===== config.mk =====
export PLATFORM = sky130hd
export DESIGN_NAME = path_hist_queue
export DESIGN_NICKNAME = d
export VERILOG_FILES = /design/src/rtl/path_hist_pkg.sv /design/src/rtl/path_hist_first_set.sv /design/src/rtl/path_hist_thread.sv /design/src/rtl/path_hist_queue.sv
export SDC_FILE = /design/constraint.sdc
export NUM_CORES = 2
export LEC_CHECK = 0
export ABC_AREA = 0
export BUFFER_PORTS_ARGS = -buffer_cell sky130_fd_sc_hd__buf_2
export CAP_MARGIN = 10
export CORE_MARGIN = 4
export CORE_UTILIZATION = 50
export DETAILED_ROUTE_END_ITERATION = 10
export PLACE_DENSITY = 0.75
export RECOVER_POWER = 25
export SYNTH_ARGS = -nofsm -noshare
export SYNTH_HDL_FRONTEND = slang
export SYNTH_HIERARCHICAL = 1
export SYNTH_SLANG_ARGS = --single-unit

===== constraint.sdc =====
create_clock -name clk_i -period 7.2 [get_ports clk_i]
set_input_delay 0.72 -clock clk_i [delete_from_list [all_inputs] [get_ports clk_i]]
set_output_delay 0.72 -clock clk_i [all_outputs]
set_load 0.03 [all_outputs]

===== src/rtl/path_hist_pkg.sv =====
package path_hist_pkg;

  typedef enum logic [2:0] {
    OP_NONE   = 3'd0,
    OP_SQUASH = 3'd1,
    OP_TGTWR  = 3'd2,
    OP_PUSH   = 3'd3,
    OP_COMMIT = 3'd4
  } op_e;

  // one operation per cycle, fixed priority
  function automatic op_e pick_op(input logic squash, input logic tgt_wr,
                                  input logic push, input logic commit);
    if (squash)      return OP_SQUASH;
    else if (tgt_wr) return OP_TGTWR;
    else if (push)   return OP_PUSH;
    else if (commit) return OP_COMMIT;
    else             return OP_NONE;
  endfunction

endpackage


===== src/rtl/path_hist_first_set.sv =====
module path_hist_first_set #(
  parameter  int N     = 8,
  localparam int IDX_W = $clog2(N + 1)
) (
  input  logic [N-1:0]     vec_i,
  output logic             hit_o,
  output logic [IDX_W-1:0] idx_o
);

  // lowest set bit wins: the oldest matching entry
  always_comb begin
    hit_o = |vec_i;
    idx_o = '0;
    for (int i = N - 1; i >= 0; i--) begin
      if (vec_i[i]) idx_o = IDX_W'(i);
    end
  end

endmodule


===== src/rtl/path_hist_thread.sv =====
module path_hist_thread
  import path_hist_pkg::*;
#(
  parameter  int DEPTH    = 8,
  parameter  int PATH_LEN = 3,
  parameter  int ADDR_W   = 32,
  parameter  int SEQ_W    = 16,
  localparam int PTR_W    = $clog2(DEPTH),
  localparam int OCC_W    = $clog2(DEPTH + 1),
  localparam int CNT_W    = $clog2(PATH_LEN + 1)
) (
  input  logic                           clk_i,
  input  logic                           rst_ni,
  input  op_e                            op_i,
  input  logic [ADDR_W-1:0]              addr_i,
  input  logic [ADDR_W-1:0]              tgt_i,
  input  logic [SEQ_W-1:0]               seq_i,
  output logic [PATH_LEN-1:0][ADDR_W-1:0] hist_tgt_o,
  output logic [CNT_W-1:0]               hist_cnt_o,
  output logic [ADDR_W-1:0]              yng_addr_o,
  output logic [OCC_W-1:0]               occ_o,
  output logic [OCC_W-1:0]               head_o
);

  logic [ADDR_W-1:0] addr_q [DEPTH];
  logic [ADDR_W-1:0] tgt_q  [DEPTH];
  logic [SEQ_W-1:0]  seq_q  [DEPTH];

  logic [PTR_W-1:0]  rd_q;
  logic [OCC_W-1:0]  occ_q;
  logic [OCC_W-1:0]  head_q;

  logic [PTR_W-1:0]  wr_idx, yng_idx, head_idx;
  logic              empty, full, cm_ok;
  logic [DEPTH-1:0]  younger;
  logic              sq_hit;
  logic [OCC_W-1:0]  sq_idx;

  assign wr_idx   = rd_q + occ_q[PTR_W-1:0];
  assign yng_idx  = wr_idx - PTR_W'(1);
  assign head_idx = rd_q + head_q[PTR_W-1:0];
  assign empty    = (occ_q == '0);
  assign full     = (occ_q == OCC_W'(DEPTH));
  assign cm_ok    = !empty && (head_q < occ_q) && (seq_q[head_idx] <= seq_i);

  // entries, oldest first, that are younger than the squash point
  for (genvar i = 0; i < DEPTH; i++) begin : g_scan
    assign younger[i] = (OCC_W'(i) < occ_q) &&
                        (seq_q[rd_q + PTR_W'(i)] > seq_i);
  end

  path_hist_first_set #(
    .N(DEPTH)
  ) u_scan (
    .vec_i (younger),
    .hit_o (sq_hit),
    .idx_o (sq_idx)
  );

  always_ff @(posedge clk_i or negedge rst_ni) begin
    if (!rst_ni) begin
      rd_q   <= '0;
      occ_q  <= '0;
      head_q <= '0;
    end else begin
      case (op_i)
        OP_SQUASH: begin
          if (sq_hit) begin
            occ_q <= sq_idx;
            if (head_q > sq_idx) head_q <= sq_idx;
          end
        end
        OP_PUSH: begin
          if (full) begin
            rd_q <= rd_q + PTR_W'(1);
            if (head_q != '0) head_q <= head_q - OCC_W'(1);
          end else begin
            occ_q <= occ_q + OCC_W'(1);
          end
        end
        OP_COMMIT: begin
          if (cm_ok) begin
            if (head_q >= OCC_W'(PATH_LEN)) begin
              rd_q  <= rd_q + PTR_W'(1);
              occ_q <= occ_q - OCC_W'(1);
            end else begin
              head_q <= head_q + OCC_W'(1);
            end
          end
        end
        default: ;
      endcase
    end
  end

  // payload storage, no reset: reads are masked by occ_q
  always_ff @(posedge clk_i) begin
    if (op_i == OP_PUSH) begin
      addr_q[wr_idx] <= addr_i;
      tgt_q[wr_idx]  <= tgt_i;
      seq_q[wr_idx]  <= seq_i;
    end else if (op_i == OP_TGTWR && !empty) begin
      tgt_q[yng_idx] <= tgt_i;
    end
  end

  for (genvar p = 0; p < PATH_LEN; p++) begin : g_view
    logic [PTR_W-1:0] pidx;
    assign pidx          = wr_idx - PTR_W'(p + 1);
    assign hist_tgt_o[p] = (OCC_W'(p) < occ_q) ? tgt_q[pidx] : '0;
  end

  assign hist_cnt_o = (occ_q >= OCC_W'(PATH_LEN)) ? CNT_W'(PATH_LEN) : CNT_W'(occ_q);
  assign yng_addr_o = empty ? '0 : addr_q[yng_idx];
  assign occ_o      = occ_q;
  assign head_o     = head_q;

endmodule


===== src/rtl/path_hist_queue.sv =====
module path_hist_queue
  import path_hist_pkg::*;
#(
  parameter  int NUM_THREADS = 2,
  parameter  int DEPTH       = 8,
  parameter  int PATH_LEN    = 3,
  parameter  int ADDR_W      = 32,
  parameter  int SEQ_W       = 16,
  localparam int TID_W       = (NUM_THREADS > 1) ? $clog2(NUM_THREADS) : 1,
  localparam int OCC_W       = $clog2(DEPTH + 1),
  localparam int CNT_W       = $clog2(PATH_LEN + 1)
) (
  input  logic                         clk_i,
  input  logic                         rst_ni,
  input  logic                         push_i,
  input  logic                         commit_i,
  input  logic                         squash_i,
  input  logic                         tgt_wr_i,
  input  logic [TID_W-1:0]             tid_i,
  input  logic [ADDR_W-1:0]            addr_i,
  input  logic [ADDR_W-1:0]            tgt_i,
  input  logic [SEQ_W-1:0]             seq_i,
  input  logic [TID_W-1:0]             rd_tid_i,
  output logic [PATH_LEN*ADDR_W-1:0]   hist_tgt_o,
  output logic [CNT_W-1:0]             hist_cnt_o,
  output logic [ADDR_W-1:0]            yng_addr_o
);

  op_e op;
  op_e thr_op [NUM_THREADS];

  logic [PATH_LEN-1:0][ADDR_W-1:0] thr_hist [NUM_THREADS];
  logic [CNT_W-1:0]                thr_cnt  [NUM_THREADS];
  logic [ADDR_W-1:0]               thr_yng  [NUM_THREADS];
  logic [NUM_THREADS-1:0][OCC_W-1:0] occ_w;
  logic [NUM_THREADS-1:0][OCC_W-1:0] head_w;

  assign op = pick_op(squash_i, tgt_wr_i, push_i, commit_i);

  for (genvar t = 0; t < NUM_THREADS; t++) begin : g_thr
    assign thr_op[t] = (tid_i == TID_W'(t)) ? op : OP_NONE;

    path_hist_thread #(
      .DEPTH    (DEPTH),
      .PATH_LEN (PATH_LEN),
      .ADDR_W   (ADDR_W),
      .SEQ_W    (SEQ_W)
    ) u_thr (
      .clk_i      (clk_i),
      .rst_ni     (rst_ni),
      .op_i       (thr_op[t]),
      .addr_i     (addr_i),
      .tgt_i      (tgt_i),
      .seq_i      (seq_i),
      .hist_tgt_o (thr_hist[t]),
      .hist_cnt_o (thr_cnt[t]),
      .yng_addr_o (thr_yng[t]),
      .occ_o      (occ_w[t]),
      .head_o     (head_w[t])
    );
  end

  assign hist_tgt_o = thr_hist[rd_tid_i];
  assign hist_cnt_o = thr_cnt[rd_tid_i];
  assign yng_addr_o = thr_yng[rd_tid_i];

endmodule


Word level (Yosys, flattened, before mapping)
Memory sizes are Yosys's and may differ from the RTL's. Cells that the tools add are included.

Memories kept: 6. Output and inout port bits: 130. Bits in latches: 0. Bits in writable memories: 1280. Register bits: 22. Bits in read-only memories: 0.

Memory list: g_thr[0].u_thr.addr_q (depth 8, width 32, read ports 1, clocked after memory_dff 0, write ports 1, RTL line path_hist_thread.sv:25) `logic [ADDR_W-1:0] addr_q [DEPTH];`; g_thr[0].u_thr.tgt_q (depth 8, width 32, read ports 3, clocked after memory_dff 0, write ports 1, RTL line path_hist_thread.sv:26) `logic [ADDR_W-1:0] tgt_q [DEPTH];`; g_thr[1].u_thr.addr_q (depth 8, width 32, read ports 1, clocked after memory_dff 0, write ports 1, RTL line path_hist_thread.sv:25); g_thr[1].u_thr.tgt_q (depth 8, width 32, read ports 3, clocked after memory_dff 0, write ports 1, RTL line path_hist_thread.sv:26); g_thr[0].u_thr.seq_q (depth 8, width 16, read ports 9, clocked after memory_dff 0, write ports 1, RTL line path_hist_thread.sv:27) `logic [SEQ_W-1:0] seq_q [DEPTH];`; g_thr[1].u_thr.seq_q (depth 8, width 16, read ports 9, clocked after memory_dff 0, write ports 1, RTL line path_hist_thread.sv:27).

Divide/modulo/power cells: 0. Equality and inequality tests: 26. Bitwise operators: 1. Shifts and indexed selects: 0. Multiplexer cells: 89. Add/subtract/negate cells: 32. Multiply operators: 0. Order comparisons: 43. Reduce and logical (&&, ||, !) cells: 42.

Operators by type and width (number): 32-bit two-way mux (13); 96-bit two-way mux (3); 16-bit greater-than comparator (16); 4-bit two-way mux (34); 32-bit OR reduction (2); 3-bit two-way mux (16); 4-bit one-hot mux with 3 select lines (4); 16-bit <= comparator (2); 3-bit by 4-bit < comparator with 1-bit output, first input constant (8); 3-bit adder, second input constant (8); 2-bit by 1-bit inequality test with 1-bit output, second input constant (12); 1-bit logical AND (22); 4-bit by 1-bit adder with 4-bit output, second input constant (4); 4-bit by 2-bit >= comparator with 1-bit output, second input constant (4); 1-bit by 4-bit < comparator with 1-bit output, first input constant (4); 2-bit by 4-bit < comparator with 1-bit output, first input constant (4); 8-bit OR reduction (2); 4-bit by 1-bit subtractor with 4-bit output, second input constant (4); 7-bit AND reduction (2); 3-bit by 2-bit adder with 3-bit output, second input constant (4); 3-bit adder (4); 3-bit by 2-bit equality test with 1-bit output, second input constant (4); 1-bit two-way mux (12); 3-bit one-hot mux with 2 select lines (2); other kinds (19) (43).

Logic depth before layout (Yosys ltp)
An unclocked memory read counts as a cell.

Word-level depth: 16. Mapped depth: 29. Mapped depth without buffers: 25.

Modules after synthesis
The synthesis kept the hierarchy.

By module, submodules not included: path_hist_thread at g_thr[1].u_thr (instances 1, cells an instance 2367, area each 37268.2 sq um); path_hist_thread at g_thr[0].u_thr (instances 1, cells an instance 2358, area each 37175.7 sq um); path_hist_queue (instances 1, cells an instance 153, area each 1659.1 sq um); path_hist_first_set (instances 2, cells an instance 15, area each 92.6 sq um).

Worst setup path after synthesis
No wires, ideal clock.

Path kind: reg-to-reg. From: register g_thr[1].u_thr.rd_q[1]. To: register g_thr[1].u_thr.head_q[2]. Path buffers: 5. Setup time: 0.125 ns. Data arrival time: 5.954 ns. Stages on the path, launching flop included: 28. Required time: 7.075 ns. Period minus slack after synthesis: 6.079 ns. Slack: 1.121 ns. Path through: dfrtp_1 > clkbuf_1 > buf_2 > clkinv_1 > buf_1 > ha_1 > clkbuf_1 > buf_1 > mux4_2 > nand2_1 > nand2_1 > ha_1 > a21o_1 > a21o_1 > a21oi_1 > o21ai_0 > a2111oi_0 > nor2_1 > nor2_1 > a21boi_0 > inv_1 > ha_1 > nand2b_1 > a21oi_1 > o211ai_1 > a31oi_1 > o211ai_2 > mux2_2.

Elaborated cells on any way between the ends: 44.

RTL lines: start: declaration (RTL line path_hist_thread.sv:29) `logic [PTR_W-1:0] rd_q;`; start signal: assignment (RTL line path_hist_thread.sv:75) `rd_q <= rd_q + PTR_W'(1);`; start signal: assignment (RTL line path_hist_thread.sv:84) `rd_q <= rd_q + PTR_W'(1);`; 3-bit by 1-bit adder with 3-bit output (RTL line path_hist_thread.sv:49) `(seq_q[rd_q + PTR_W'(i)] > seq_i);`; memory 8 x 16 bit; 16-bit greater-than comparator (RTL line path_hist_thread.sv:49); 1-bit logical AND (RTL line path_hist_thread.sv:48) `assign younger[i] = (OCC_W'(i) < occ_q) &&`; named net g_thr[1].u_thr.younger[1] (RTL line path_hist_thread.sv:35) `logic [DEPTH-1:0] younger;`; 4-bit two-way mux (2 in a row) (RTL line path_hist_first_set.sv:15) `if (vec_i[i]) idx_o = IDX_W'(i);`; named net g_thr[1].u_thr.sq_idx[1] (RTL line path_hist_thread.sv:37) `logic [OCC_W-1:0] sq_idx;`; 4-bit greater-than comparator (RTL line path_hist_thread.sv:70) `if (head_q > sq_idx) head_q <= sq_idx;`; 2-bit by 1-bit inequality test with 1-bit output (no source line); 7-bit AND reduction (no source line); end signal: assignment (RTL line path_hist_thread.sv:70); end signal: assignment (RTL line path_hist_thread.sv:76) `if (head_q != '0) head_q <= head_q - OCC_W'(1);`; end signal: assignment (RTL line path_hist_thread.sv:87) `head_q <= head_q + OCC_W'(1);`; end: declaration (RTL line path_hist_thread.sv:31) `logic [OCC_W-1:0] head_q;`.

The timed path passes the listed nets, and every way through them passes these cells. The select of a mux whose other input is x is not followed. A chain may end at the register's enable or synchronous reset.

==> run_results.csv <==
group,metric,value,unit
timing,tightest_slew,1190,ps
logic_synthesis,yosys_most_used_dff,"edfxtp_1",
global_route,grt_pass1_wl,318000,um
logic_synthesis,synth_edf_count,1280,
setup_path,critical_path_class,"flop to output pin",
floorplan,core,152000,um^2
cts,cts_root_buf,"clkbuf_16",
cts,cts-buffers-inserted,141,
cts,path_clk_slew,60,ps
cts,clock_latency,790,ps
drt,drtIter0Drc,5860,
global_route,gr-usage-all-layers,26.9,%
run_status,status,"finished clean",
setup_path,worstPathArrival,5870,ps
logic_synthesis,yosys_warnings,6,
setup_path,cp_top_family,"adder cells",
global_route,grt_max_degree,119,
drt,wl_per_cell,29.8,um
drt,drt_wl_total,214000,um
floorplan,io-pin-count,218,
floorplan,initial_utilization,50.3,%
logic_synthesis,post-synth-top-area-cell,"edfxtp_1",
logic_synthesis,synth_nets,5334,
setup_path,critPathRequiredTime,6480,ps
global_route,grt_pass1_vias,48800,
setup_path,critical_path.most_common_cell,"buf_4",
floorplan,die_x,399,um
cts,cts_setup_buffers,0,
setup_path,endpoint_kind,"output pin",
cells_and_area,area_delta_synth_final,10.8,%
placed_design,dp_hpwl,132000,um
logic_synthesis,yosysSeqAreaShare,51.1,%
cts,cts_tree,"yes",
timing,finalHoldViolCount,0,
cts,ctsHtreeMaxLevel,4,
logic_synthesis,synthArstFlopShare,1.69,%
logic_synthesis,yosys_register_bits,1302,
timing,rsz0062_at_grt,"no",
setup_path,crit_slowest_cell,"fa_4",
placed_design,numPortBuffers,217,
cells_and_area,drive_above_1_share,32.4,%
setup_path,crit_chain,"buf_4 -> ha_4 -> fa_4 -> inv_1 -> ha_1 -> xnor2_4 -> buf_4 -> nand2_1 -> a21oi_1 -> mux2_2 -> buf_2",
timing,min_period,6590,ps
logic_synthesis,synth.distinct_cells,73,
floorplan,die-area,159000,um^2
cts,cts_sinks,1302,
cells_and_area,nets,5478,
logic_synthesis,synth_commonest_cells,"edfxtp_1, mux4_2, nand2_1",
logic_synthesis,syn-cell-area,76300,um^2
setup_path,r2r_setup_slack,750,ps
setup_path,crit_fanout,50,
drt,vias_per_cell,6.86,
cts,clockBufferDepth,3,
setup_path,critical_path.max_stage_delay,1080,ps
timing,fmax,152,MHz
floorplan,placementRows,143,
drt,drcViolationCount,0,
global_route,grt_overflow,0,
drt,antenna_left,0,
logic_synthesis,synth_top_cells_by_area,"edfxtp_1, mux4_2, ha_1, mux2_2, nand2_1",
floorplan,die_h,399,um
run,cap_violations,0,
setup_path,cp-start-kind,"flop",
global_route,antenna_found_initial,20,
placed_design,gp_congestion,0.947,
logic_synthesis,synthCells,4908,
min_path,hold_class,"primary input to flop",
logic_synthesis,syn_avg_cell_area,15.5,um^2
timing,setup-violations-final,0,
setup_path,path_buf_inv,4,
logic_synthesis,yosysMostFrequentCell,"edfxtp_1",
timing,max_slew_margin,20.8,%
timing,period_share,91.5,%
timing,fin_skew,24.1,ps
timing,finalSetupTns,0,ps
drt,vias,49300,
drt,drt-pass1-iter-count,6,
logic_synthesis,synth.top_cell.area_share,50.4,%
timing,finalMaxSlewViolations,0,
-- metal layers --
| metal | global-route usage (%) | wire, um | vias to the layer above |
|---|---|---|---|
| met4 | 8.87 | 7170 | 10 |
| li1 | - | - | 20200 |
| met1 | 36.7 | 80800 | 25400 |
| met3 | 8.08 | 25900 | 477 |
| met5 | 0 | 73 | - |
| met2 | 41.8 | 100000 | 3230 |
-- layout make-up --
class / instances / area (um^2)
Multi-Input combinational cell: 3215 / 36100
Clock buffer: 177 / 3760
Inverter: 69 / 259
Fill cell: 11700 / 67200
Antenna cell: 11 / 27.5
Timing Repair Buffer: 323 / 1940
Sequential cell: 1302 / 39000
Tap cell: 2030 / 2540
Clock inverter: 68 / 895
-- layout by cell type, fill, tap and decap left out, drive strengths merged, types with 25 or more instances in the layout --
master  netlist  layout
mux2i       151     151
inv          66      75
ha          332     332
edfxtp     1280    1280
o21ai        86      86
buf         121     273
mux2        285     285
nor2b        31      31
a21oi       224     224
nor3         25      25
o21a         28      28
nor2        225     225
a21o         51      51
clkbuf      201     226
nand2       662     662
mux4        834     834
nand4        66      66
clkinv        3      44
-- flip-flops by register name, indices dropped and copies added (netlist names) --
register and cells:
g_thr.u_thr/seq_q 256, g_thr.u_thr/addr_q 512, g_thr.u_thr/rd_q 6, g_thr.u_thr/tgt_q 512, g_thr.u_thr/head_o 8, g_thr.u_thr/occ_o 8
-- cells by family after synthesis --
group           share of synthesized area, %
flops                                   51.1
mux                                     30.8
simple gates                            6.12
compound gates                          3.64
buf+inv                                 2.18
fa+ha+maj                               5.60
xor+xnor                               0.522
other cells                          0.00984
-- stage by stage --
step	std cells	hold WS, ps	instance area, um^2	setup WS [ps]	utilization [%]
floorplan	4908	424	76300	1120	-
global placement	6938	629	79900	1200	52.7
detailed placement	6938	633	79900	937	52.7
CTS	7184	250	84600	566	55.7
global route	7189	309	84500	422	55.7
finish	7195	327	84500	611	55.7
-- path summary, 6_finish.rpt --
check / to / cells after the start / start
min: g_thr[1].u_thr/tgt_q[5][25] / 1 / tgt_i[25]
max in group asynchronous: g_thr[1].u_thr/rd_q[0] / 2 / rst_ni
max: yng_addr_o[6] / 11 / g_thr[0].u_thr/rd_q[0]
min reg2reg: g_thr[1].u_thr/head_o[3] / 2 / g_thr[1].u_thr/head_o[3]
min in group asynchronous: g_thr[0].u_thr/occ_o[3] / 2 / rst_ni
max reg2reg: g_thr[1].u_thr/head_o[0] / 22 / g_thr[1].u_thr/rd_q[2]
-- timing repair --
item                      4_1_cts  5_1_grt
hold endpoints to repair       22        0
hold buffers                    1        0
resized for setup               0        0
Power is not shown: default switching activity piles up to over one toggle a cycle in this logic, so the estimate is an artifact.
